<file path="config.mk">
export PLATFORM = sky130hd
export DESIGN_NAME = fx_field_extractor
export DESIGN_NICKNAME = d
export VERILOG_FILES = /design/src/rtl/fx_pkg.sv /design/src/rtl/fx_extract_table.sv /design/src/rtl/fx_pkt_buffer.sv /design/src/rtl/fx_field_buffer.sv /design/src/rtl/fx_ctrl.sv /design/src/rtl/fx_field_extractor.sv
export SDC_FILE = /design/constraint.sdc
export NUM_CORES = 2
export LEC_CHECK = 0
export BUFFER_PORTS_ARGS = -buffer_cell sky130_fd_sc_hd__buf_2
export CAP_MARGIN = 10
export CORE_MARGIN = 3
export CORE_UTILIZATION = 55
export CTS_BUF_LIST = sky130_fd_sc_hd__clkbuf_8
export CTS_CLUSTER_SIZE = 8
export DETAILED_ROUTE_END_ITERATION = 8
export PLACE_DENSITY = 0.73
export SYNTH_ARGS = -nofsm -noshare
export SYNTH_HDL_FRONTEND = slang
export SYNTH_SLANG_ARGS = --single-unit
</file>
<file path="constraint.sdc">
create_clock -name clk -period 21.4 [get_ports clk]
set_input_delay 1.07 -clock clk [delete_from_list [all_inputs] [get_ports clk]]
set_output_delay 1.07 -clock clk [all_outputs]
set_load 0.01 [all_outputs]
</file>
<file path="src/rtl/fx_pkg.sv">
package fx_pkg;
    localparam int FX_OFF_W = 8;
    localparam int FX_LEN_W = 2;

    typedef struct packed {
        logic                vld;
        logic [FX_OFF_W-1:0] off;
        logic [FX_LEN_W-1:0] len_m1;
    } fx_desc_t;

    typedef enum logic [2:0] {
        S_IDLE,
        S_LOOKUP,
        S_COPY,
        S_HDR_END,
        S_HOLD
    } fx_state_e;
endpackage

</file>
<file path="src/rtl/fx_extract_table.sv">
module fx_extract_table
    import fx_pkg::*;
#(
    parameter int NUM_TYPES = 8,
    parameter int SLOTS     = 4,
    localparam int TYPE_W   = $clog2(NUM_TYPES),
    localparam int SL_W     = $clog2(SLOTS)
) (
    input  logic                  clk,
    input  logic                  rst_n,
    input  logic                  wr_en,
    input  logic [TYPE_W-1:0]     wr_type,
    input  logic [SL_W-1:0]       wr_slot,
    input  fx_desc_t              wr_desc,
    input  logic [TYPE_W-1:0]     rd_type,
    output fx_desc_t [SLOTS-1:0]  rd_desc
);
    fx_desc_t [SLOTS-1:0] entry_q [NUM_TYPES];

    always_ff @(posedge clk) begin
        if (!rst_n) begin
            for (int t = 0; t < NUM_TYPES; t++) begin
                entry_q[t] <= '0;
            end
        end else if (wr_en) begin
            entry_q[wr_type][wr_slot] <= wr_desc;
        end
    end

    assign rd_desc = entry_q[rd_type];
endmodule

</file>
<file path="src/rtl/fx_pkt_buffer.sv">
module fx_pkt_buffer #(
    parameter int PKT_DEPTH = 256,
    localparam int PA_W     = $clog2(PKT_DEPTH),
    localparam int PC_W     = $clog2(PKT_DEPTH + 1)
) (
    input  logic            clk,
    input  logic            rst_n,
    input  logic            in_valid,
    input  logic [7:0]      in_data,
    output logic            in_ready,
    input  logic            clear,
    output logic [PC_W-1:0] cnt,
    input  logic [PA_W-1:0] rd_addr,
    output logic [7:0]      rd_data
);
    logic [7:0]      store_q [PKT_DEPTH];
    logic [PC_W-1:0] cnt_q;
    logic            take;

    assign in_ready = (cnt_q < PC_W'(PKT_DEPTH)) && !clear;
    assign take     = in_valid && in_ready;

    always_ff @(posedge clk) begin
        if (!rst_n) begin
            cnt_q <= '0;
        end else if (clear) begin
            cnt_q <= '0;
        end else if (take) begin
            cnt_q <= cnt_q + 1'b1;
        end
    end

    always_ff @(posedge clk) begin
        if (take) begin
            store_q[cnt_q[PA_W-1:0]] <= in_data;
        end
    end

    assign cnt     = cnt_q;
    assign rd_data = store_q[rd_addr];
endmodule

</file>
<file path="src/rtl/fx_field_buffer.sv">
module fx_field_buffer #(
    parameter int FB_DEPTH = 64,
    localparam int FI_W    = $clog2(FB_DEPTH + 1)
) (
    input  logic                  clk,
    input  logic                  rst_n,
    input  logic                  wr_en,
    input  logic [7:0]            wr_data,
    input  logic                  clear,
    output logic [FI_W-1:0]       fill,
    output logic [FB_DEPTH*8-1:0] data_flat
);
    logic [FI_W-1:0] fill_q;

    always_ff @(posedge clk) begin
        if (!rst_n) begin
            fill_q <= '0;
        end else if (clear) begin
            fill_q <= '0;
        end else if (wr_en) begin
            fill_q <= fill_q + 1'b1;
        end
    end

    for (genvar g = 0; g < FB_DEPTH; g++) begin : g_byte
        logic [7:0] byte_q;
        always_ff @(posedge clk) begin
            if (!rst_n) begin
                byte_q <= '0;
            end else if (clear) begin
                byte_q <= '0;
            end else if (wr_en && (fill_q == FI_W'(g))) begin
                byte_q <= wr_data;
            end
        end
        assign data_flat[g*8 +: 8] = byte_q;
    end

    assign fill = fill_q;
endmodule

</file>
<file path="src/rtl/fx_ctrl.sv">
module fx_ctrl
    import fx_pkg::*;
#(
    parameter int NUM_TYPES = 8,
    parameter int SLOTS     = 4,
    parameter int PKT_DEPTH = 256,
    parameter int FB_DEPTH  = 64,
    localparam int TYPE_W   = $clog2(NUM_TYPES),
    localparam int SL_W     = $clog2(SLOTS),
    localparam int PA_W     = $clog2(PKT_DEPTH),
    localparam int PC_W     = $clog2(PKT_DEPTH + 1),
    localparam int FI_W     = $clog2(FB_DEPTH + 1),
    localparam int EA_W     = FX_OFF_W + 2
) (
    input  logic                 clk,
    input  logic                 rst_n,
    input  logic                 hdr_valid,
    input  logic [TYPE_W-1:0]    hdr_type,
    input  logic [FX_OFF_W-1:0]  hdr_offset,
    input  logic                 hdr_last,
    output logic                 hdr_ready,
    output logic [TYPE_W-1:0]    tbl_rd_type,
    input  fx_desc_t [SLOTS-1:0] tbl_rd_desc,
    input  logic [PC_W-1:0]      pkt_cnt,
    output logic [PA_W-1:0]      pkt_rd_addr,
    input  logic [7:0]           pkt_rd_data,
    input  logic [FI_W-1:0]      fb_fill,
    output logic                 fb_wr_en,
    output logic [7:0]           fb_wr_data,
    output logic                 fb_clear,
    output logic                 out_valid,
    input  logic                 out_ready,
    output logic                 out_ovf
);
    fx_state_e             state_q, state_d;
    logic [TYPE_W-1:0]     type_q;
    logic [FX_OFF_W-1:0]   base_q;
    logic                  last_q;
    fx_desc_t [SLOTS-1:0]  desc_q;
    logic [SL_W-1:0]       slot_q;
    logic [FX_LEN_W-1:0]   byte_q;
    logic                  ovf_q;

    // Screen table descriptors: drop fields running past the packet store
    // and total the bytes the remaining ones need.
    fx_desc_t [SLOTS-1:0]  desc_fit;
    int                    need;
    logic                  no_room;

    always_comb begin
        need = 0;
        for (int s = 0; s < SLOTS; s++) begin
            desc_fit[s] = tbl_rd_desc[s];
            if ((32'(base_q) + 32'(tbl_rd_desc[s].off) + 32'(tbl_rd_desc[s].len_m1))
                    >= 32'(PKT_DEPTH)) begin
                desc_fit[s].vld = 1'b0;
            end
            if (desc_fit[s].vld) begin
                need = need + 32'(tbl_rd_desc[s].len_m1) + 1;
            end
        end
    end

    assign no_room = (32'(fb_fill) + 32'(need)) > 32'(FB_DEPTH);

    // Copy datapath for the descriptor being walked
    fx_desc_t         cur_desc;
    logic [EA_W-1:0]  cur_addr;
    logic             byte_here;
    logic             slot_end;
    logic             fld_end;
    logic             step;

    assign cur_desc  = desc_q[slot_q];
    assign cur_addr  = EA_W'(base_q) + EA_W'(cur_desc.off) + EA_W'(byte_q);
    assign byte_here = 32'(cur_addr) < 32'(pkt_cnt);
    assign slot_end  = (slot_q == SL_W'(SLOTS - 1));
    assign fld_end   = (byte_q == cur_desc.len_m1);
    assign step      = cur_desc.vld ? (byte_here && fld_end) : 1'b1;

    // State register
    always_ff @(posedge clk) begin
        if (!rst_n) begin
            state_q <= S_IDLE;
        end else begin
            state_q <= state_d;
        end
    end

    // Transitions
    always_comb begin
        state_d = state_q;
        unique case (state_q)
            S_IDLE:    if (hdr_valid) state_d = S_LOOKUP;
            S_LOOKUP:  state_d = no_room ? S_HDR_END : S_COPY;
            S_COPY:    if (step && slot_end) state_d = S_HDR_END;
            S_HDR_END: state_d = last_q ? S_HOLD : S_IDLE;
            S_HOLD:    if (out_ready) state_d = S_IDLE;
            default:   state_d = S_IDLE;
        endcase
    end

    // Outputs
    always_comb begin
        hdr_ready = 1'b0;
        out_valid = 1'b0;
        fb_clear  = 1'b0;
        fb_wr_en  = 1'b0;
        unique case (state_q)
            S_IDLE:    hdr_ready = 1'b1;
            S_COPY:    fb_wr_en  = cur_desc.vld && byte_here;
            S_HOLD: begin
                out_valid = 1'b1;
                fb_clear  = out_ready;
            end
            default: ;
        endcase
    end

    assign fb_wr_data  = pkt_rd_data;
    assign pkt_rd_addr = PA_W'(cur_addr);
    assign tbl_rd_type = type_q;
    assign out_ovf     = ovf_q;

    // Record, descriptor and walk registers
    always_ff @(posedge clk) begin
        if (!rst_n) begin
            type_q <= '0;
            base_q <= '0;
            last_q <= 1'b0;
            desc_q <= '0;
            slot_q <= '0;
            byte_q <= '0;
            ovf_q  <= 1'b0;
        end else begin
            unique case (state_q)
                S_IDLE: begin
                    if (hdr_valid) begin
                        type_q <= hdr_type;
                        base_q <= hdr_offset;
                        last_q <= hdr_last;
                    end
                end
                S_LOOKUP: begin
                    desc_q <= desc_fit;
                    slot_q <= '0;
                    byte_q <= '0;
                    if (no_room) ovf_q <= 1'b1;
                end
                S_COPY: begin
                    if (cur_desc.vld && byte_here) begin
                        byte_q <= fld_end ? '0 : byte_q + 1'b1;
                    end
                    if (step) slot_q <= slot_q + 1'b1;
                end
                S_HOLD: begin
                    if (out_ready) ovf_q <= 1'b0;
                end
                default: ;
            endcase
        end
    end
endmodule

</file>
<file path="src/rtl/fx_field_extractor.sv">
module fx_field_extractor
    import fx_pkg::*;
#(
    parameter int NUM_TYPES = 8,
    parameter int SLOTS     = 4,
    parameter int PKT_DEPTH = 256,
    parameter int FB_DEPTH  = 64,
    localparam int TYPE_W   = $clog2(NUM_TYPES),
    localparam int SL_W     = $clog2(SLOTS),
    localparam int PA_W     = $clog2(PKT_DEPTH),
    localparam int PC_W     = $clog2(PKT_DEPTH + 1),
    localparam int FI_W     = $clog2(FB_DEPTH + 1)
) (
    input  logic                  clk,
    input  logic                  rst_n,
    input  logic                  tbl_wr_en,
    input  logic [TYPE_W-1:0]     tbl_wr_type,
    input  logic [SL_W-1:0]       tbl_wr_slot,
    input  logic                  tbl_wr_vld,
    input  logic [FX_OFF_W-1:0]   tbl_wr_off,
    input  logic [FX_LEN_W-1:0]   tbl_wr_len_m1,
    input  logic                  pkt_valid,
    input  logic [7:0]            pkt_data,
    output logic                  pkt_ready,
    input  logic                  hdr_valid,
    input  logic [TYPE_W-1:0]     hdr_type,
    input  logic [FX_OFF_W-1:0]   hdr_offset,
    input  logic                  hdr_last,
    output logic                  hdr_ready,
    output logic                  out_valid,
    input  logic                  out_ready,
    output logic [FB_DEPTH*8-1:0] out_fields,
    output logic [FI_W-1:0]       out_len,
    output logic                  out_ovf
);
    fx_desc_t              wr_desc;
    fx_desc_t [SLOTS-1:0]  rd_desc;
    logic [TYPE_W-1:0]     rd_type;
    logic [PC_W-1:0]       pkt_cnt;
    logic [PA_W-1:0]       pkt_rd_addr;
    logic [7:0]            pkt_rd_data;
    logic                  fb_wr_en;
    logic [7:0]            fb_wr_data;
    logic                  fb_clear;

    assign wr_desc = '{vld: tbl_wr_vld, off: tbl_wr_off, len_m1: tbl_wr_len_m1};

    fx_extract_table #(.NUM_TYPES(NUM_TYPES), .SLOTS(SLOTS)) u_table (
        .clk     (clk),
        .rst_n   (rst_n),
        .wr_en   (tbl_wr_en),
        .wr_type (tbl_wr_type),
        .wr_slot (tbl_wr_slot),
        .wr_desc (wr_desc),
        .rd_type (rd_type),
        .rd_desc (rd_desc)
    );

    fx_pkt_buffer #(.PKT_DEPTH(PKT_DEPTH)) u_pkt (
        .clk      (clk),
        .rst_n    (rst_n),
        .in_valid (pkt_valid),
        .in_data  (pkt_data),
        .in_ready (pkt_ready),
        .clear    (fb_clear),
        .cnt      (pkt_cnt),
        .rd_addr  (pkt_rd_addr),
        .rd_data  (pkt_rd_data)
    );

    fx_field_buffer #(.FB_DEPTH(FB_DEPTH)) u_fbuf (
        .clk       (clk),
        .rst_n     (rst_n),
        .wr_en     (fb_wr_en),
        .wr_data   (fb_wr_data),
        .clear     (fb_clear),
        .fill      (out_len),
        .data_flat (out_fields)
    );

    fx_ctrl #(
        .NUM_TYPES (NUM_TYPES),
        .SLOTS     (SLOTS),
        .PKT_DEPTH (PKT_DEPTH),
        .FB_DEPTH  (FB_DEPTH)
    ) u_ctrl (
        .clk         (clk),
        .rst_n       (rst_n),
        .hdr_valid   (hdr_valid),
        .hdr_type    (hdr_type),
        .hdr_offset  (hdr_offset),
        .hdr_last    (hdr_last),
        .hdr_ready   (hdr_ready),
        .tbl_rd_type (rd_type),
        .tbl_rd_desc (rd_desc),
        .pkt_cnt     (pkt_cnt),
        .pkt_rd_addr (pkt_rd_addr),
        .pkt_rd_data (pkt_rd_data),
        .fb_fill     (out_len),
        .fb_wr_en    (fb_wr_en),
        .fb_wr_data  (fb_wr_data),
        .fb_clear    (fb_clear),
        .out_valid   (out_valid),
        .out_ready   (out_ready),
        .out_ovf     (out_ovf)
    );
endmodule

</file>
==> impl_metrics.toml <==
[run_status]
outcome = "completed"

[synth]
ys_seq_area_frac = 0.713
yosys_warnings = 0
synth_async_sr_flop_share = 0
syn_area_sq_um = 118000
synth_seq_cells = 2995
synth_area_per_cell_sq_um = 17.0
synth_edf_count = 2400
postSynthCellCount = 6921
syn_nets = 7049
synth-main-ff-cell = "edfxtp_1"
yosysUniqueCellTypes = 74

[setup_path]
critPathMaxFanout = 32
cp_top_family = "multiplexers"
rrSetupSlack_ns = 12.43
r2r_cells = 31
slowest_stage = "dfxtp_4"
r2r-end = "u_ctrl.state_q[0]"
worstSetupPathType = "flip-flop to flip-flop"
worst-path-buf-inv = 4
cp-start-kind = "flip-flop"
critical_path_required_ns = 22.34
slowest_delay_ns = 0.71
endpoint_kind = "flip-flop"
crit_arrival_ns = 9.91

[cts]
root_buffer = "clkbuf_8"
cts_hold_buf = 0
cts_resized = 0
h-tree-depth = 5
path_clk_slew_ns = 0.07
postCtsSetupRepairBufs = 0
cts_max_path_buffers = 4
clock_latency_ns = 1.15
cts_tree = "built"
cts.sinks = 2995
numCtsBuffers = 473

[grt]
grt_usage = 0.267
grt_pass1_wl_microns = 436000
grt_pass1_vias = 66000
overflow = 0
grt_max_degree = 154
antenna_found_initial = 7

[sta]
tightest_slew_ns = 1.25
min_period_ns = 8.97
setup_violations = 0
relSlewSlack = 0.167
hold_ws_ns = 0.268
rsz0062_at_grt = "false"
slew_viol_final = 0
hold_viol = 0
worst_slack_ns = 12.43
period_share = 0.419
fmax_ghz = 0.112
setup_tns_ns = 0
skew_ns = 0.139

[hold_path]
hold_depth = 3
min_to = "u_ctrl.base_q[1]"
min_from = "hdr_offset[1]"
hold_class = "primary input to flip-flop"

[power]
p_seq_frac = 0.364
power.switching_mw = 6.65
ir_worst_vdd_v = 0.000426
total_power_mw = 17.7
comb_power_share = 0.395
internal_power_mw = 11.0
cellPowerDensity_nw_per_um2 = 134
p_clk_frac = 0.241
swShare = 0.376
p_leak_nw = 44.6

[die]
initial_core_util = 0.555
die_x_microns = 469
design.core.area_sq_um = 213000
die_h_microns = 469
die_area_sq_um = 220000
rows = 169
pin_count = 565

[layout]
finalNonFillerCells = 10800
drive_above_1_share = 0.258
finish.utilization = 0.619
layout_commonest_cell = "edfxtp_1"
fill_cells = 14900
final_area_sq_um = 132000
final_cell_mix = "edfxtp_1 (2400), mux4_2 (739), nand3_1 (622)"
area_growth_pct = 11.7
final_nets = 7758

[detailed_routing]
firstDrtPassIters = 6
vias_per_cell = 6.24
drcViolationCount = 0
wire_per_inst_microns = 27.5
vias = 67200
drt-total-wl_microns = 296000
final_antenna_net_count = 0
drtIter0Drc = 7828

[placed_design]
dp_slack_ns = 12.52
gp_congestion = 0.891
place_inst = 9976
dp_hpwl_microns = 186000
place_area_sq_um = 123000
portBuffers = 564

[flow_run]
cap_violations = 0
-- kinds of logic after synthesis --
group | after synthesis | synth area share
other | 1 | 0.0000318
XOR/XNOR | 40 | 0.00310
flip-flops | 2995 | 0.713
multiplexers | 795 | 0.146
adder cells (fa/ha/maj) | 86 | 0.00977
AND/OR/NAND/NOR | 1790 | 0.0751
AO/OA/AOI/OAI | 730 | 0.0350
buffers and inverters | 484 | 0.0179
-- final cells by class --
cell class,count,area [sq um],share of cell area
Sequential cell,2995,84000,0.638
Multi-Input combinational cell,3442,32000,0.243
Clock buffer,511,7030,0.0534
Timing Repair Buffer,682,3830,0.0291
Tap cell,2821,3530,0.0268
Clock inverter,280,1100,0.00838
Inverter,36,135,0.00103
Antenna cell,7,17.5,0.000133
-- state kept, by name (all words and copies together) (netlist names), named ones only --
| signal | flops |
|---|---|
| u_pkt.cnt | 9 |
| u_fbuf.g_byte.byte_q | 512 |
| u_ctrl.out_ovf | 1 |
| u_ctrl.state_q | 3 |
| u_fbuf.fill | 7 |
| u_ctrl.last_q | 1 |
| u_ctrl.tbl_rd_type | 3 |
| u_pkt.store_q | 2048 |
| u_ctrl.slot_q | 2 |
| u_table.entry_q | 352 |
| u_ctrl.desc_q | 44 |
| u_ctrl.base_q | 8 |
| u_ctrl.byte_q | 2 |
-- worst max path at each step --
stage / endpoint / slack, ns / cells past startpoint
2_1_floorplan: u_ctrl.state_q[0] / 12.73 / 33
3_3_place_gp: u_ctrl.state_q[0] / 12.52 / 31
3_5_place_dp: u_ctrl.state_q[0] / 12.52 / 31
4_1_cts: u_ctrl.state_q[0] / 12.47 / 31
5_1_grt: u_ctrl.state_q[0] / 11.68 / 33
6_report: u_ctrl.state_q[0] / 12.43 / 31
-- power groups by stage --
stage / Clock (mW) / Sequential (mW) / Combinational, mW
final: 4.27 / 6.44 / 7.00
after global routing: 4.59 / 6.44 / 7.30
after CTS: 4.33 / 6.44 / 6.98
after detailed placement: 0 / 6.56 / 6.96
after global placement: 0 / 6.55 / 6.91
after floorplan: 0 / 6.52 / 4.80
-- synth_stat cells, drive strengths merged (7+ instances only) --
cell type	n	area, sq um
a211o	7	61.3
a211oi	8	70.1
a21boi	19	143
a21o	14	105
a21oi	28	140
a22oi	33	248
and2	363	2270
and4	8	70.1
buf	166	920
clkbuf	282	1060
dfxtp	595	11900
edfxtp	2400	72100
fa	10	200
ha	76	951
inv	36	135
mux2	41	462
mux2i	15	150
mux4	739	16600
nand2	229	860
nand2b	8	50.1
nand3	635	3180
nand4	9	56.3
nor2	438	1640
nor3	18	106
nor3b	41	308
nor4	8	71.3
o21ai	569	2850
o221ai	8	131
or3	7	43.8
xnor2	31	287
xor2	9	78.8
-- worst register-to-register path: cells and delay by family, from the launching register on --
| kind | cells | cell delay [ns] |
|---|---|---|
| mux | 6 | 2.17 |
| compound gates | 7 | 1.20 |
| fa+ha+maj | 5 | 1.50 |
| flops | 1 | 0.71 |
| xor+xnor | 1 | 0.12 |
| buf+inv | 4 | 1.47 |
| simple gates | 8 | 1.65 |
-- layer usage --
layer	vias to the layer above	share of wire	track usage
met4	6	0.037	0.0991
li1	28600	-	-
met3	612	0.096	0.0569
met5	-	0.00013	0
met2	3647	0.48	0.418
met1	34400	0.39	0.373
(Power assumes the default switching activity.)
